[config.mk]
export PLATFORM = sky130hd
export DESIGN_NAME = tcam_pair_search
export DESIGN_NICKNAME = d
export VERILOG_FILES = /design/src/rtl/tcam_pair_pkg.sv /design/src/rtl/tcam_gmask_expand.sv /design/src/rtl/tcam_row_bank.sv /design/src/rtl/tcam_entry_fold.sv /design/src/rtl/tcam_lowest_enc.sv /design/src/rtl/tcam_pair_search.sv
export SDC_FILE = /design/constraint.sdc
export NUM_CORES = 2
export LEC_CHECK = 0
export BUFFER_PORTS_ARGS = -buffer_cell sky130_fd_sc_hd__buf_2
export CORE_MARGIN = 1.5
export CORE_UTILIZATION = 55
export DETAILED_ROUTE_END_ITERATION = 12
export PLACE_DENSITY = 0.78
export SLEW_MARGIN = 20
export SYNTH_ARGS = -nofsm -noshare
export SYNTH_HDL_FRONTEND = slang
export SYNTH_SLANG_ARGS = --single-unit
[constraint.sdc]
create_clock -name clk -period 2.91 [get_ports clk]
set_input_delay 0.4365 -clock clk [delete_from_list [all_inputs] [get_ports clk]]
set_output_delay 0.4365 -clock clk [all_outputs]
set_load 0.005 [all_outputs]
[src/rtl/tcam_pair_pkg.sv]
package tcam_pair_pkg;

   typedef enum logic [1:0] {
      PH_IDLE  = 2'd0,
      PH_HIT   = 2'd1,
      PH_MULTI = 2'd2
   } flag_phase_e;

   function automatic int unsigned addr_bits(input int unsigned n);
      return (n <= 1) ? 1 : $clog2(n);
   endfunction

endpackage

[src/rtl/tcam_gmask_expand.sv]
module tcam_gmask_expand #(
   parameter int GM_W = 16
) (
   input  logic [GM_W-1:0]   gm,
   output logic [2*GM_W-1:0] bit_en
);
   for (genvar i = 0; i < GM_W; i++) begin : g_pair
      assign bit_en[2*i]   = gm[i];
      assign bit_en[2*i+1] = gm[i];
   end
endmodule

[src/rtl/tcam_row_bank.sv]
module tcam_row_bank #(
   parameter int ROWS  = 32,
   parameter int KEY_W = 16,
   parameter int AW    = 5
) (
   input  logic              clk,
   input  logic              rst_n,
   input  logic              wr_en,
   input  logic [AW-1:0]     wr_addr,
   input  logic [KEY_W-1:0]  wr_value,
   input  logic [KEY_W-1:0]  wr_care,
   input  logic [2*KEY_W-1:0] key,
   input  logic [2*KEY_W-1:0] bit_en,
   input  logic              wide,
   output logic [ROWS-1:0]   row_hit
);
   for (genvar r = 0; r < ROWS; r++) begin : g_row
      logic [KEY_W-1:0] val_q;
      logic [KEY_W-1:0] care_q;
      logic [KEY_W-1:0] key_sel;
      logic [KEY_W-1:0] en_sel;
      logic [KEY_W-1:0] bit_ok;

      always_ff @(posedge clk or negedge rst_n) begin
         if (!rst_n) begin
            val_q  <= '0;
            care_q <= '1;
         end else if (wr_en && (wr_addr == AW'(r))) begin
            val_q  <= wr_value;
            care_q <= wr_care;
         end
      end

      if ((r % 2) == 1) begin : g_odd
         always_comb begin
            if (wide) begin
               key_sel = key[2*KEY_W-1:KEY_W];
               en_sel  = bit_en[2*KEY_W-1:KEY_W];
            end else begin
               key_sel = key[KEY_W-1:0];
               en_sel  = bit_en[KEY_W-1:0];
            end
         end
      end else begin : g_even
         assign key_sel = key[KEY_W-1:0];
         assign en_sel  = bit_en[KEY_W-1:0];
      end

      assign bit_ok     = ~en_sel | ~care_q | ~(key_sel ^ val_q);
      assign row_hit[r] = &bit_ok;
   end
endmodule

[src/rtl/tcam_entry_fold.sv]
module tcam_entry_fold #(
   parameter int ROWS = 32
) (
   input  logic [ROWS-1:0] row_hit,
   input  logic            wide,
   output logic [ROWS-1:0] entry_hit
);
   localparam int HALF = ROWS / 2;

   for (genvar j = 0; j < ROWS; j++) begin : g_ent
      if (j < HALF) begin : g_low
         assign entry_hit[j] = wide ? (row_hit[2*j] & row_hit[2*j+1]) : row_hit[j];
      end else begin : g_high
         assign entry_hit[j] = wide ? 1'b0 : row_hit[j];
      end
   end
endmodule

[src/rtl/tcam_lowest_enc.sv]
module tcam_lowest_enc #(
   parameter int N  = 32,
   parameter int AW = 5
) (
   input  logic [N-1:0]  vec,
   output logic          any,
   output logic          multi,
   output logic [AW-1:0] idx
);
   always_comb begin
      idx = '0;
      for (int i = N - 1; i >= 0; i--) begin
         if (vec[i]) idx = AW'(i);
      end
   end

   assign any   = |vec;
   assign multi = |(vec & (vec - N'(1)));
endmodule

[src/rtl/tcam_pair_search.sv]
module tcam_pair_search
   import tcam_pair_pkg::*;
#(
   parameter int ROWS  = 32,
   parameter int KEY_W = 16,
   localparam int AW   = addr_bits(ROWS)
) (
   input  logic               clk,
   input  logic               rst_n,
   input  logic               cfg_wide,
   input  logic               gm_wr_en,
   input  logic [KEY_W-1:0]   gm_wr_data,
   input  logic               wr_en,
   input  logic [AW-1:0]      wr_addr,
   input  logic [KEY_W-1:0]   wr_value,
   input  logic [KEY_W-1:0]   wr_care,
   input  logic               srch_en,
   input  logic [2*KEY_W-1:0] srch_key,
   output logic               res_valid,
   output logic               res_hit,
   output logic               res_multi,
   output logic [AW-1:0]      res_index,
   output logic               res_flag
);
   if ((KEY_W < 2) || ((KEY_W % 2) != 0)) begin : g_bad_key
      $error("KEY_W must be even and at least 2");
   end
   if ((ROWS < 2) || ((ROWS % 2) != 0)) begin : g_bad_rows
      $error("ROWS must be even and at least 2");
   end

   logic [KEY_W-1:0]   gm_q;
   logic [2*KEY_W-1:0] bit_en;
   logic [ROWS-1:0]    row_hit;
   logic [ROWS-1:0]    entry_hit;
   logic [ROWS-1:0]    match_q;
   logic               s1_valid;
   logic               enc_any;
   logic               enc_multi;
   logic [AW-1:0]      enc_idx;
   flag_phase_e        phase_q;

   always_ff @(posedge clk or negedge rst_n) begin
      if (!rst_n)        gm_q <= '1;
      else if (gm_wr_en) gm_q <= gm_wr_data;
   end

   tcam_gmask_expand #(.GM_W(KEY_W)) u_gm (
      .gm     (gm_q),
      .bit_en (bit_en)
   );

   tcam_row_bank #(.ROWS(ROWS), .KEY_W(KEY_W), .AW(AW)) u_bank (
      .clk      (clk),
      .rst_n    (rst_n),
      .wr_en    (wr_en),
      .wr_addr  (wr_addr),
      .wr_value (wr_value),
      .wr_care  (wr_care),
      .key      (srch_key),
      .bit_en   (bit_en),
      .wide     (cfg_wide),
      .row_hit  (row_hit)
   );

   tcam_entry_fold #(.ROWS(ROWS)) u_fold (
      .row_hit   (row_hit),
      .wide      (cfg_wide),
      .entry_hit (entry_hit)
   );

   always_ff @(posedge clk or negedge rst_n) begin
      if (!rst_n) begin
         match_q  <= '0;
         s1_valid <= 1'b0;
      end else begin
         s1_valid <= srch_en;
         if (srch_en) match_q <= entry_hit;
      end
   end

   tcam_lowest_enc #(.N(ROWS), .AW(AW)) u_enc (
      .vec   (match_q),
      .any   (enc_any),
      .multi (enc_multi),
      .idx   (enc_idx)
   );

   always_ff @(posedge clk or negedge rst_n) begin
      if (!rst_n) begin
         res_hit   <= 1'b0;
         res_multi <= 1'b0;
         res_index <= '0;
         phase_q   <= PH_IDLE;
      end else begin
         if (s1_valid) begin
            res_hit   <= enc_any;
            res_multi <= enc_multi;
            res_index <= enc_any ? enc_idx : '0;
         end
         if (s1_valid)               phase_q <= PH_HIT;
         else if (phase_q == PH_HIT) phase_q <= PH_MULTI;
         else                        phase_q <= PH_IDLE;
      end
   end

   assign res_valid = (phase_q == PH_HIT);

   always_comb begin
      case (phase_q)
         PH_HIT:   res_flag = res_hit;
         PH_MULTI: res_flag = res_multi;
         default:  res_flag = 1'b0;
      endcase
   end
endmodule

==> out/metrics.csv <==
stage,metric,value,unit
power,total_power,44.95,mW
cts,cts_buffer_depth,3,
global_route,grt_max_degree,112,
drt,via_per_inst,6.246,
timing,period_minus_slack,2.759,ns
logic_synthesis,syn_inst,3643,
cts,cts_tree,done,
timing,relSlewSlack,0.2898,
global_route,grt_pass1_vias,32020,
cts,cts-root-buf,clkbuf_16,
final_layout,register_area,0.02774,sq mm
final_layout,nNetsFinal,3841,
timing,drv_slew,0,
final_layout,final_cell_count_no_fill,5028,
global_route,antenna_found_initial,21,
setup_path,path_max_fanout,7,
timing,period_share,0.9482,
final_layout,nFillCells,6526,
setup_path,startpoint_type,flop,
timing,whs,0.02271,ns
global_route,grt.overflow.total,0,
logic_synthesis,yosysSeqAreaShare,0.5500,
timing,fin_setup_tns,0,ns
setup_path,worstSetupPathType,flop to flop,
logic_synthesis,ys_async_sr_fraction,1.000,
placement,place.gp.congestion,0.9628,
floorplan,dieArea,0.09352,sq mm
logic_synthesis,yosysMostFrequentCell,mux2_2,
logic_synthesis,synth_compound_area_frac,0.06974,
logic_synthesis,synth_seq_cells,1082,
final_layout,multi_input_area,0.02151,sq mm
cts,insertion_delay,0.68,ns
logic_synthesis,yosys.area_share.simple,0.02206,
floorplan,num_rows,110,
floorplan,ios,100,
setup_path,cp_data_arrival_time,3.28,ns
min_path,worst_hold_path_type,input pin to flop,
final_layout,syn_to_final_growth,13.27,%
floorplan,fp.coreArea,0.09042,sq mm
drt,drt_iter0_drc,2756,
cts,clk_pin_slew,0.06,ns
power,p_leak,24.03,nW
timing,setup_viol,0,
global_route,grt_pass1_wl,210100,um
timing,rsz0062_at_grt,false,
logic_synthesis,netlist_area,0.05043,sq mm
timing,finalHoldViolCount,0,
timing,tightest_slew,1.065,ns
global_route,grt_util_all_layers,0.3006,
setup_path,critical_path.endpoint_type,flop,
placement,dp_hpwl,90310,um
drt,wl,139300,um
power,vdd_drop_max,0.5245,mV
floorplan,initial_core_util,0.5577,
drt,ant_nets,0,
drt,vias,31410,
logic_synthesis,ys.flop_type,dfrtp_1,
logic_synthesis,synth_xor_area_frac,0.08892,
floorplan,die_y,305.8,um
power,powerDensity,786.9,mW/mm^2
logic_synthesis,synth-edff-count,0,
logic_synthesis,syn_nets,3736,
final_layout,drive_gt1_frac,0.5396,
timing,layout_setup_ws,0.1508,ns
placement,place_inst,4802,
logic_synthesis,yosysWarningCount,0,
flow_run,cap_violations,0,
setup_path,cp.required,3.43,ns
cts,clkSinkCount,1082,
logic_synthesis,yosys.area.top_type,dfstp_2,
outcome,status,finished clean,
logic_synthesis,synthTopCellsByArea,"dfstp_2, dfrtp_1, mux2_2",
floorplan,die_x,305.8,um
timing,fmax,362.4,MHz
logic_synthesis,synth_top_family_by_area,multiplexers,
logic_synthesis,synth_fa_ha_area_frac,0.001290,
placement,pre_cts_slack,-0.1014,ns
cts,h-tree-depth,3,
logic_synthesis,synth_area_per_cell,13.84,sq um
timing,skew,0.02179,ns
logic_synthesis,synth_commonest_cells,"mux2_2, dfrtp_1, dfstp_2",
drt,drc,0,
drt,first_pass_iters,6,
logic_synthesis,ys_types,59,
drt,wl_per_cell,27.70,um
logic_synthesis,synth.area.mux_share,0.2410,
cts,cts_buffers,111,
logic_synthesis,synth_top_area_frac,0.2751,
placement,port_buffers,99,
[critical path, cell delays in order (launching register included)]
cell,delay [ns]
dfrtp_1,0.48
nor4_2,0.48
nand4_1,0.17
or3_1,0.45
o21ai_0,0.19
a31oi_1,0.10
a2111oi_0,0.50
a41oi_1,0.21
[report_power, final]
part / switching (mW) / total [mW] / internal (mW) / leakage [nW]
logic: 4.59 / 9.33 / 4.74 / 9.58
registers: 2.08 / 21.1 / 19.0 / 12.6
clock network: 6.00 / 14.5 / 8.53 / 1.86
[final cells by class]
type,instances,share of cell area
Antenna cell,5,0.0002190
Tap cell,1176,0.02576
Sequential cell,1082,0.4855
Clock buffer,175,0.05850
Inverter,26,0.001708
Timing Repair Buffer,281,0.04394
Multi-Input combinational cell,2246,0.3766
Clock inverter,37,0.007732
[registers in the layout (all words and copies together), names as in the netlist]
signal               flops
phase_q                  2
u_bank.g_row.val_q     512
s1_valid                 1
res_index                5
res_hit                  1
res_multi                1
match_q                 32
u_bank.g_row.care_q    512
gm_q                    16
[metrics by stage]
stage / util / area [sq um]
final: 0.6317 / 57120
after global routing: 0.6316 / 57110
after CTS: 0.6314 / 57100
after detailed placement: 0.5886 / 53220
after global placement: 0.5886 / 53220
after floorplan: - / 50430
[per-layer routing]
metal,vias to the layer above,wire length (um),track usage
met1,16600,60380,0.4282
met4,30,4692,0.09603
met5,-,190,0
met3,286,13400,0.09007
li1,13270,-,-
met2,1222,60610,0.4413
[logic make-up after synthesis]
group                      count (synthesis)
AOI/OAI and AO/OA                        473
xor gates and xnor gates                 512
and+or+nand+nor                          191
DFF                                     1082
buffers and inverters                    315
muxes                                   1064
adders and majority gates                  6
[repair_timing]
item                       4_1_cts  5_1_grt
resized for setup                0        2
setup buffers                    0        0
hold buffers                     9        0
setup endpoints to repair        0        1
hold endpoints to repair        31        0
[cell usage in the layout (no fill, tap or decap), drive strengths merged, types with 9 or more instances in the layout]
cell         instances
mux2              1040
dfrtp              554
dfstp              528
buf                272
xor2               256
xnor2              256
a22oi              191
clkbuf             175
a22o               128
o22ai               66
nand2               48
nor2                40
o21ai               31
inv                 29
nor4                29
clkinv              25
mux2i               24
a21oi               18
and4                15
a31oi               12
nand3               11
nor3                11
dlygate4sd3          9
[worst paths after layout]
check | startpoint | endpoint | slack [ns] | depth (start not counted)
max | match_q[15] | res_multi | 0.15 | 7
min | gm_wr_data[3] | gm_q[3] | 0.02 | 2
max reg2reg | match_q[15] | res_multi | 0.15 | 7
min reg2reg | res_index[4] | res_index[4] | 0.51 | 1
max in group asynchronous | rst_n | u_bank.g_row[12].val_q[11] | 1.42 | 3
min in group asynchronous | rst_n | phase_q[1] | 0.33 | 2
Power figures use the tool's default switching activity.
